$ cat src/rtl/ecc_shell_pkg.sv
package ecc_shell_pkg;

   localparam int STR_W = 7;
   localparam int CNT_W = 7;

   localparam logic [11:0] OFS_CTRL = 12'h000;
   localparam logic [11:0] OFS_CCLR = 12'h008;
   localparam logic [11:0] OFS_CNT  = 12'h00C;
   localparam logic [11:0] OFS_DATA = 12'h010;
   localparam logic [11:0] OFS_PAR  = 12'h014;
   localparam logic [11:0] OFS_REP  = 12'h084;
   localparam logic [11:0] OFS_STAT = 12'h184;
   localparam logic [11:0] OFS_IES  = 12'h188;
   localparam logic [11:0] OFS_IEC  = 12'h18C;
   localparam logic [11:0] OFS_IE   = 12'h190;

   localparam int FL_ERR   = 0;
   localparam int FL_UNCOR = 1;
   localparam int FL_ENC   = 2;
   localparam int FL_DEC   = 3;
   localparam int FL_N     = 4;

   typedef struct packed {
      logic [STR_W-1:0] strength;
      logic             enc;
      logic             init;
      logic             en;
   } ctrl_t;

endpackage

$ cat src/rtl/ecc_shell_window.sv
module ecc_shell_window #(
   parameter int DEPTH = 28,
   localparam int IDX_W = (DEPTH > 1) ? $clog2(DEPTH) : 1
) (
   input  logic             clk,
   input  logic             rst_n,
   input  logic             we,
   input  logic [IDX_W-1:0] widx,
   input  logic [31:0]      wword,
   input  logic [7:0]       ridx,
   output logic [31:0]      rword
);

   logic [31:0] mem_q [DEPTH];

   initial begin : p_param_chk
      assert (DEPTH >= 1 && DEPTH <= 256) else $fatal(1, "window depth out of range");
   end

   always_ff @(posedge clk or negedge rst_n) begin
      if (!rst_n) begin
         for (int i = 0; i < DEPTH; i++) mem_q[i] <= '0;
      end else if (we && (32'(widx) < DEPTH)) begin
         mem_q[widx] <= wword;
      end
   end

   always_comb begin
      rword = '0;
      if (32'(ridx) < DEPTH) rword = mem_q[ridx[IDX_W-1:0]];
   end

endmodule

$ cat src/rtl/ecc_shell_stream.sv
module ecc_shell_stream #(
   parameter int BLK_W = 11,
   parameter int PAR_W = 7
) (
   input  logic             clk,
   input  logic             rst_n,
   input  logic             restart,
   input  logic             enable,
   input  logic             encode,
   input  logic [BLK_W-1:0] blk_size,
   input  logic [PAR_W-1:0] par_size,
   input  logic             wr,
   input  logic             wr_byte,
   input  logic [31:0]      wdata,
   output logic             beat_valid,
   output logic [31:0]      beat_data,
   output logic [2:0]       beat_nbytes
);

   localparam int TOT_W = ((BLK_W > PAR_W) ? BLK_W : PAR_W) + 1;

   logic [TOT_W-1:0] cnt_q, total, room;
   logic [2:0]       req, take;
   logic [3:0]       lane_on;
   logic [31:0]      raw, packed_data;
   logic             accept;

   always_comb begin
      total = encode ? TOT_W'(blk_size) : TOT_W'(blk_size) + TOT_W'(par_size);
      room  = (cnt_q >= total) ? '0 : total - cnt_q;
      req   = wr_byte ? 3'd1 : 3'd4;
      take  = (TOT_W'(req) <= room) ? req : room[2:0];
      raw   = wr_byte ? {24'h0, wdata[7:0]} : wdata;
   end

   assign accept = wr && enable && (take != 3'd0);

   for (genvar g = 0; g < 4; g++) begin : g_lane
      assign lane_on[g] = (3'(g) < take);
      assign packed_data[8*g +: 8] = lane_on[g] ? raw[8*g +: 8] : 8'h00;
   end

   always_ff @(posedge clk or negedge rst_n) begin
      if (!rst_n) begin
         cnt_q       <= '0;
         beat_valid  <= 1'b0;
         beat_data   <= '0;
         beat_nbytes <= '0;
      end else begin
         if (restart)     cnt_q <= '0;
         else if (accept) cnt_q <= cnt_q + TOT_W'(take);
         beat_valid <= accept;
         if (accept) begin
            beat_data   <= packed_data;
            beat_nbytes <= take;
         end
      end
   end

   a_r5_beat_size: assert property (@(posedge clk) disable iff (!rst_n)
      beat_valid |-> (beat_nbytes >= 3'd1 && beat_nbytes <= 3'd4));

   a_r6_full_drops: assert property (@(posedge clk) disable iff (!rst_n)
      (wr && room == '0) |=> !beat_valid);

   a_r6_restart_zero: assert property (@(posedge clk) disable iff (!rst_n)
      restart |=> (cnt_q == '0));

endmodule

$ cat src/rtl/ecc_shell_irq.sv
module ecc_shell_irq
   import ecc_shell_pkg::*;
(
   input  logic             clk,
   input  logic             rst_n,
   input  logic             done,
   input  logic             encode,
   input  logic             uncor,
   input  logic             err,
   input  logic [CNT_W-1:0] err_cnt,
   input  logic [CNT_W-1:0] tot_cnt,
   input  logic             stat_wr,
   input  logic             ies_wr,
   input  logic             iec_wr,
   input  logic [FL_N-1:0]  wmask,
   output logic [FL_N-1:0]  flags,
   output logic [CNT_W-1:0] err_cnt_q,
   output logic [CNT_W-1:0] tot_cnt_q,
   output logic [FL_N-1:0]  ie,
   output logic             irq
);

   logic [FL_N-1:0] set_v, clr_v;

   always_comb begin
      set_v = '0;
      if (done) begin
         set_v[FL_ERR]   = err;
         set_v[FL_UNCOR] = uncor;
         set_v[FL_ENC]   = encode;
         set_v[FL_DEC]   = !encode;
      end
      clr_v = stat_wr ? wmask : '0;
   end

   always_ff @(posedge clk or negedge rst_n) begin
      if (!rst_n) begin
         flags     <= '0;
         err_cnt_q <= '0;
         tot_cnt_q <= '0;
         ie        <= '0;
      end else begin
         flags <= (flags & ~clr_v) | set_v;
         if (done) begin
            err_cnt_q <= err_cnt;
            tot_cnt_q <= tot_cnt;
         end
         if (ies_wr)      ie <= ie | wmask;
         else if (iec_wr) ie <= ie & ~wmask;
      end
   end

   assign irq = |(flags & ie);

   a_r7_enc_flag: assert property (@(posedge clk) disable iff (!rst_n)
      (done && encode) |=> flags[FL_ENC]);

   a_r7_dec_flag: assert property (@(posedge clk) disable iff (!rst_n)
      (done && !encode) |=> flags[FL_DEC]);

   a_r8_w1c_clears: assert property (@(posedge clk) disable iff (!rst_n)
      (stat_wr && wmask[FL_ENC] && !done) |=> !flags[FL_ENC]);

   a_r10_irq_needs_enable: assert property (@(posedge clk) disable iff (!rst_n)
      irq |-> (ie != '0));

endmodule

$ cat src/rtl/ecc_ctrl_shell.sv
module ecc_ctrl_shell
   import ecc_shell_pkg::*;
#(
   parameter int ADDR_W    = 9,
   parameter int BLK_W     = 11,
   parameter int PAR_W     = 7,
   parameter int PAR_WORDS = 28,
   parameter int REP_WORDS = 64,
   parameter bit REP_WIN   = 1'b1
) (
   input  logic                         clk,
   input  logic                         rst_n,
   input  logic                         bus_we,
   input  logic                         bus_byte,
   input  logic [ADDR_W-1:0]            bus_addr,
   input  logic [31:0]                  bus_wdata,
   output logic [31:0]                  bus_rdata,
   output logic                         irq,
   output logic                         eng_start,
   output logic                         eng_encode,
   output logic [6:0]                   eng_strength,
   output logic                         eng_beat_valid,
   output logic [31:0]                  eng_beat_data,
   output logic [2:0]                   eng_beat_nbytes,
   input  logic                         eng_done,
   input  logic                         eng_uncor,
   input  logic                         eng_err,
   input  logic [6:0]                   eng_err_cnt,
   input  logic [6:0]                   eng_tot_cnt,
   input  logic                         eng_par_we,
   input  logic [$clog2(PAR_WORDS)-1:0] eng_par_idx,
   input  logic [31:0]                  eng_par_word,
   input  logic                         eng_rep_we,
   input  logic [$clog2(REP_WORDS)-1:0] eng_rep_idx,
   input  logic [31:0]                  eng_rep_word
);

   localparam int PAR_SPAN = (OFS_REP - OFS_PAR) / 4;
   localparam int REP_SPAN = (OFS_STAT - OFS_REP) / 4;

   initial begin : p_param_chk
      assert (ADDR_W >= 9 && ADDR_W <= 12) else $fatal(1, "address width must be 9..12");
      assert (BLK_W >= 1 && BLK_W <= 11) else $fatal(1, "block size field is 11 bits");
      assert (PAR_W >= 1 && PAR_W <= 7) else $fatal(1, "parity size field is 7 bits");
      assert (PAR_WORDS >= 2 && PAR_WORDS <= PAR_SPAN) else $fatal(1, "parity window too deep");
      assert (REP_WORDS >= 2 && REP_WORDS <= REP_SPAN) else $fatal(1, "report window too deep");
   end

   logic [11:0]      a12;
   logic             wr_ctrl, wr_cclr, wr_cnt, wr_data, wr_stat, wr_ies, wr_iec;
   ctrl_t            ctrl_q, ctrl_n;
   logic [BLK_W-1:0] blk_q;
   logic [PAR_W-1:0] par_q;
   logic [FL_N-1:0]  flags, ie;
   logic [CNT_W-1:0] err_cnt_q, tot_cnt_q;
   logic [11:0]      par_off, rep_off;
   logic [31:0]      par_rword, rep_rword;
   logic             in_par, in_rep;

   assign a12     = 12'(bus_addr);
   assign wr_ctrl = bus_we && (a12 == OFS_CTRL);
   assign wr_cclr = bus_we && (a12 == OFS_CCLR);
   assign wr_cnt  = bus_we && (a12 == OFS_CNT);
   assign wr_data = bus_we && (a12 == OFS_DATA);
   assign wr_stat = bus_we && (a12 == OFS_STAT);
   assign wr_ies  = bus_we && (a12 == OFS_IES);
   assign wr_iec  = bus_we && (a12 == OFS_IEC);

   // control register and its clear alias; init self-clears
   always_comb begin
      ctrl_n      = ctrl_q;
      ctrl_n.init = 1'b0;
      if (wr_ctrl) begin
         ctrl_n.en       = bus_wdata[0];
         ctrl_n.init     = bus_wdata[1];
         ctrl_n.enc      = bus_wdata[2];
         ctrl_n.strength = bus_wdata[10:4];
      end else if (wr_cclr) begin
         ctrl_n.en       = ctrl_q.en  & ~bus_wdata[0];
         ctrl_n.enc      = ctrl_q.enc & ~bus_wdata[2];
         ctrl_n.strength = ctrl_q.strength & ~bus_wdata[10:4];
      end
   end

   always_ff @(posedge clk or negedge rst_n) begin
      if (!rst_n) begin
         ctrl_q <= '0;
         blk_q  <= '0;
         par_q  <= '0;
      end else begin
         ctrl_q <= ctrl_n;
         if (wr_cnt) begin
            blk_q <= bus_wdata[BLK_W-1:0];
            par_q <= bus_wdata[16 +: PAR_W];
         end
      end
   end

   assign eng_start    = ctrl_q.init & ctrl_q.en;
   assign eng_encode   = ctrl_q.enc;
   assign eng_strength = ctrl_q.strength;

   ecc_shell_stream #(.BLK_W(BLK_W), .PAR_W(PAR_W)) u_stream (
      .clk         (clk),
      .rst_n       (rst_n),
      .restart     (wr_ctrl && bus_wdata[1]),
      .enable      (ctrl_q.en),
      .encode      (ctrl_q.enc),
      .blk_size    (blk_q),
      .par_size    (par_q),
      .wr          (wr_data),
      .wr_byte     (bus_byte),
      .wdata       (bus_wdata),
      .beat_valid  (eng_beat_valid),
      .beat_data   (eng_beat_data),
      .beat_nbytes (eng_beat_nbytes)
   );

   ecc_shell_irq u_irq (
      .clk       (clk),
      .rst_n     (rst_n),
      .done      (eng_done && ctrl_q.en),
      .encode    (ctrl_q.enc),
      .uncor     (eng_uncor),
      .err       (eng_err),
      .err_cnt   (eng_err_cnt),
      .tot_cnt   (eng_tot_cnt),
      .stat_wr   (wr_stat),
      .ies_wr    (wr_ies),
      .iec_wr    (wr_iec),
      .wmask     (bus_wdata[FL_N-1:0]),
      .flags     (flags),
      .err_cnt_q (err_cnt_q),
      .tot_cnt_q (tot_cnt_q),
      .ie        (ie),
      .irq       (irq)
   );

   assign par_off = a12 - OFS_PAR;
   assign rep_off = a12 - OFS_REP;
   assign in_par  = (a12 >= OFS_PAR) && (a12 < OFS_REP) && (a12[1:0] == 2'b00);
   assign in_rep  = (a12 >= OFS_REP) && (a12 < OFS_STAT) && (a12[1:0] == 2'b00);

   ecc_shell_window #(.DEPTH(PAR_WORDS)) u_par_win (
      .clk   (clk),
      .rst_n (rst_n),
      .we    (eng_par_we),
      .widx  (eng_par_idx),
      .wword (eng_par_word),
      .ridx  (par_off[9:2]),
      .rword (par_rword)
   );

   if (REP_WIN) begin : g_rep_win
      ecc_shell_window #(.DEPTH(REP_WORDS)) u_rep_win (
         .clk   (clk),
         .rst_n (rst_n),
         .we    (eng_rep_we),
         .widx  (eng_rep_idx),
         .wword (eng_rep_word),
         .ridx  (rep_off[9:2]),
         .rword (rep_rword)
      );
   end else begin : g_no_rep_win
      logic unused_rep;
      assign unused_rep = eng_rep_we ^ (|eng_rep_idx) ^ (|eng_rep_word) ^ (|rep_off);
      assign rep_rword  = '0;
   end

   always_comb begin
      bus_rdata = '0;
      if (a12 == OFS_CTRL) begin
         bus_rdata[0]    = ctrl_q.en;
         bus_rdata[1]    = ctrl_q.init;
         bus_rdata[2]    = ctrl_q.enc;
         bus_rdata[10:4] = ctrl_q.strength;
      end else if (a12 == OFS_CNT) begin
         bus_rdata[BLK_W-1:0]  = blk_q;
         bus_rdata[16 +: PAR_W] = par_q;
      end else if (a12 == OFS_STAT) begin
         bus_rdata[FL_N-1:0] = flags;
         bus_rdata[22:16]    = tot_cnt_q;
         bus_rdata[30:24]    = err_cnt_q;
      end else if (a12 == OFS_IE) begin
         bus_rdata[FL_N-1:0] = ie;
      end else if (in_par) begin
         bus_rdata = par_rword;
      end else if (in_rep) begin
         bus_rdata = rep_rword;
      end
   end

   a_r2_start_single: assert property (@(posedge clk) disable iff (!rst_n)
      (eng_start && !wr_ctrl) |=> !eng_start);

   a_r3_clear_disables: assert property (@(posedge clk) disable iff (!rst_n)
      (wr_cclr && bus_wdata[0]) |=> !ctrl_q.en);

   a_r3_done_ignored: assert property (@(posedge clk) disable iff (!rst_n)
      (!ctrl_q.en && !wr_stat) |=> $stable(flags));

   a_r3_no_beat_disabled: assert property (@(posedge clk) disable iff (!rst_n)
      (!ctrl_q.en && wr_data) |=> !eng_beat_valid);

endmodule

$ cat config.mk
export PLATFORM = sky130hd
export DESIGN_NAME = ecc_ctrl_shell
export DESIGN_NICKNAME = d
export VERILOG_FILES = /design/src/rtl/ecc_shell_pkg.sv /design/src/rtl/ecc_shell_window.sv /design/src/rtl/ecc_shell_stream.sv /design/src/rtl/ecc_shell_irq.sv /design/src/rtl/ecc_ctrl_shell.sv
export SDC_FILE = /design/constraint.sdc
export NUM_CORES = 2
export LEC_CHECK = 0
export BUFFER_PORTS_ARGS = -buffer_cell sky130_fd_sc_hd__buf_4
export CORE_ASPECT_RATIO = 1.5
export CORE_MARGIN = 10
export CORE_UTILIZATION = 49
export DETAILED_ROUTE_END_ITERATION = 8
export GPL_TIMING_DRIVEN = 0
export PLACE_DENSITY = 0.69
export SLEW_MARGIN = 20
export SYNTH_ARGS = -nofsm -noshare
export SYNTH_HDL_FRONTEND = slang
export SYNTH_SLANG_ARGS = --single-unit
$ cat constraint.sdc
create_clock -name clk -period 7.3 [get_ports clk]
set_input_delay 0.365 -clock clk [delete_from_list [all_inputs] [get_ports clk]]
set_output_delay 0.365 -clock clk [all_outputs]
set_load 0.01 [all_outputs]
==> flow_summary.json <==
{
  "yosys_warnings": 0,
  "peakVddDrop_mv": 0.196,
  "violations": "negative setup slack",
  "route.detailed.drc": 0,
  "htree_levels": 5,
  "max_slew_margin_pct": 5.86,
  "core_area_sq_mm": 0.283,
  "drive_above_1_share_pct": 50.6,
  "floorplan.initialDensity_pct": 49.3,
  "overflow": 0,
  "areaGrowthSynthToFinish_pct": 12.9,
  "grt_usage_pct": 30.1,
  "arrival_ns": 7.04,
  "tritoncts": "done",
  "setup_slack_ns": -0.110,
  "crit_chain": "buf_4, buf_6, buf_4, buf_4, buf_6, inv_1, ha_1, clkbuf_4, buf_4, buf_2, clkbuf_2, mux4_2, mux4_2, mux2_2, o211ai_1, a21oi_1, buf_4",
  "critPathLaunchType": "input port",
  "drv_cap": 0,
  "drv_slew": 0,
  "fin_skew_ns": 0.0410,
  "rsz0062_at_grt": "no",
  "grt_first_pass_wirelength_um": 663000,
  "clock_latency_ns": 0.93,
  "path_max_fanout": 19,
  "seq_area_frac_synth_pct": 54.7,
  "wl_um": 464000,
  "crit_path_end_kind": "primary output",
  "num_vias": 83981,
  "first_pass_iters": 8,
  "drtIter0Drc": 7019,
  "synth_seq_cells": 3042,
  "criticalPathCategory": "in2out",
  "io_pins": 217,
  "finalHoldViolCount": 0,
  "hp-class": "in2reg",
  "first_global_vias": 92100,
  "rows": 239,
  "dieWidth_um": 455,
  "slowest_delay_ns": 1.08,
  "clk_path_buf_depth": 4,
  "postSynthAreaPerCell_sq_um": 15.9,
  "layout_commonest_cell": "dfrtp_1",
  "power_density_mw_per_mm2": 280,
  "antenna_left": 0,
  "synthCells": 8761,
  "via_per_inst": 6.31,
  "cts_buffers": 302,
  "fin_crit_ns": 7.41,
  "dp_hpwl_um": 341000,
  "cp.required_ns": 6.93,
  "routabilityCongestion": 0.934,
  "io_buffers": 145,
  "most-common-layout-cells": "dfrtp_1 (3,041), mux2_2 (2,995), mux4_2 (896)",
  "clock-sinks": 3042,
  "antenna_found_initial": 43,
  "power_leakage_nw": 71.1,
  "timing.critical_path.mode_cell": "buf_4",
  "dieHeight_um": 673,
  "async_reset_ff_share_pct": 100,
  "worst_pin_slew_ns": 1.41,
  "fmaxAchievable_ghz": 0.135,
  "cp_slowest_cell": "o211ai_1",
  "dp_slack_ns": -2.06,
  "clock-root-buffer": "clkbuf_16",
  "ys_types": 70,
  "outcome": "finished with violations",
  "die_area_sq_mm": 0.306,
  "synth_area_sq_mm": 0.139,
  "fillers": 22251,
  "wl_per_cell_um": 34.9,
  "finalCritPeriodShare_pct": 102,
  "finalSetupViolCount": 6,
  "synth-edff-count": 0,
  "finalPower_mw": 44.0,
  "synthesis.nets": 8932,
  "finalNetCount": 9498,
  "grt_max_degree": 159,
  "clk_pin_slew_ns": 0.06,
  "synthFlopType": "dfrtp_1"
}
[power breakdown]
| group | leakage, nW | internal [mW] | switching, mW | total [mW] |
|---|---|---|---|---|
| Combinational | 26.1 | 3.80 | 3.38 | 7.18 |
| Sequential | 40.0 | 19.4 | 1.30 | 20.6 |
| Clock | 4.97 | 9.29 | 6.89 | 16.2 |
| Total | 71.1 | 32.4 | 11.6 | 44.0 |
[kinds of logic after synthesis]
kind of cell               synth area share, %
muxes                                     39.1
DFF                                       54.7
buffers and inverters                     2.71
and+or+nand+nor                           1.48
AOI/OAI and AO/OA                         1.61
adders and majority gates                0.304
xor gates and xnor gates                 0.155
[worst paths after layout]
path,startpoint,to,slack [ns],cells after the start
max,bus_addr[2],bus_rdata[15],-0.11,17
min,eng_par_word[31],u_par_win.mem_q[191],0.03,2
max reg2reg,blk_q[0],u_stream.beat_data[24],0.43,29
min reg2reg,u_stream.beat_data[21],u_stream.beat_data[21],0.49,2
max in group asynchronous,rst_n,g_rep_win.u_rep_win.mem_q[1658],2.30,10
min in group asynchronous,rst_n,u_stream.beat_data[23],0.07,2
[cell type report]
type / count / area [sq um] / share of cell area (%)
Antenna cell: 28 / 70.1 / 0.0446
Buffer: 878 / 3820 / 2.43
Clock buffer: 433 / 8850 / 5.63
Clock inverter: 99 / 1270 / 0.807
Inverter: 37 / 139 / 0.0883
Multi-Input combinational cell: 4803 / 59400 / 37.8
Sequential cell: 3042 / 76100 / 48.4
Tap cell: 3735 / 4670 / 2.97
Timing Repair Buffer: 263 / 2820 / 1.79
[synthesized netlist by cell type, drive strengths merged, types with 21 or more instances]
cell | count | area, sq um
dfrtp | 3042 | 76100
mux2 | 2999 | 33800
mux4 | 896 | 20200
clkbuf | 543 | 2040
buf | 336 | 1590
nand2 | 218 | 818
nor2 | 128 | 480
a21oi | 103 | 519
o21ai | 77 | 385
mux2i | 43 | 430
inv | 37 | 139
a31oi | 34 | 213
o211ai | 30 | 225
ha | 29 | 363
a211oi | 25 | 198
a22o | 21 | 184
[state kept, by name, indices dropped and copies added, names as in the netlist, named ones only]
signal                     cells
g_rep_win.u_rep_win.mem_q   2048
u_stream.beat_data            32
u_irq.tot_cnt_q                7
eng_encode                     1
u_stream.beat_valid            1
u_par_win.mem_q              896
u_irq.flags                    4
eng_strength                   7
ctrl_q                         2
blk_q                         11
par_q                          7
u_stream.beat_nbytes           3
u_stream.cnt_q                12
u_irq.err_cnt_q                7
[layer usage]
layer / vias to the layer above / routed length [um] / GRT usage, %
li1: 33697 / - / -
met1: 45264 / 156000 / 32.4
met5: - / 168 / 0
met4: 24 / 50300 / 26.4
met2: 3449 / 229000 / 50.1
met3: 1547 / 28800 / 6.41
[critical path, delay by kind of cell]
family / cells / cell delay, ns
adder cells (fa/ha/maj): 1 / 0.31
AO/OA/AOI/OAI: 2 / 1.30
buffers and inverters: 11 / 3.65
multiplexers: 3 / 1.28
[what timing repair did]
| action | 4_1_cts | 5_1_grt |
|---|---|---|
| hold buffers | 70 | 0 |
| setup buffers | 0 | 2 |
| resized for setup | 59 | 14 |
| pin swaps | 2 | 4 |
| endpoints found under the setup margin | 32 | 33 |
| hold endpoints to repair | 246 | 0 |
[per-stage QoR]
step / TNS (ns) / utilization (%) / area [sq um] / instances / hold slack, ns
6_report: -0.386 / 55.6 / 157000 / 13318 / 0.0307
3_5_place_dp: -45.69 / 51.7 / 146000 / 12685 / 0.371
3_3_place_gp: - / 51.3 / 145000 / 12641 / 0.474
4_1_cts: 0 / 55.6 / 157000 / 13286 / 0.0173
2_1_floorplan: 0 / - / 139000 / 8761 / 0.0694
5_1_grt: 0 / 55.6 / 157000 / 13303 / 0.0468
(Power assumes the default switching activity.)
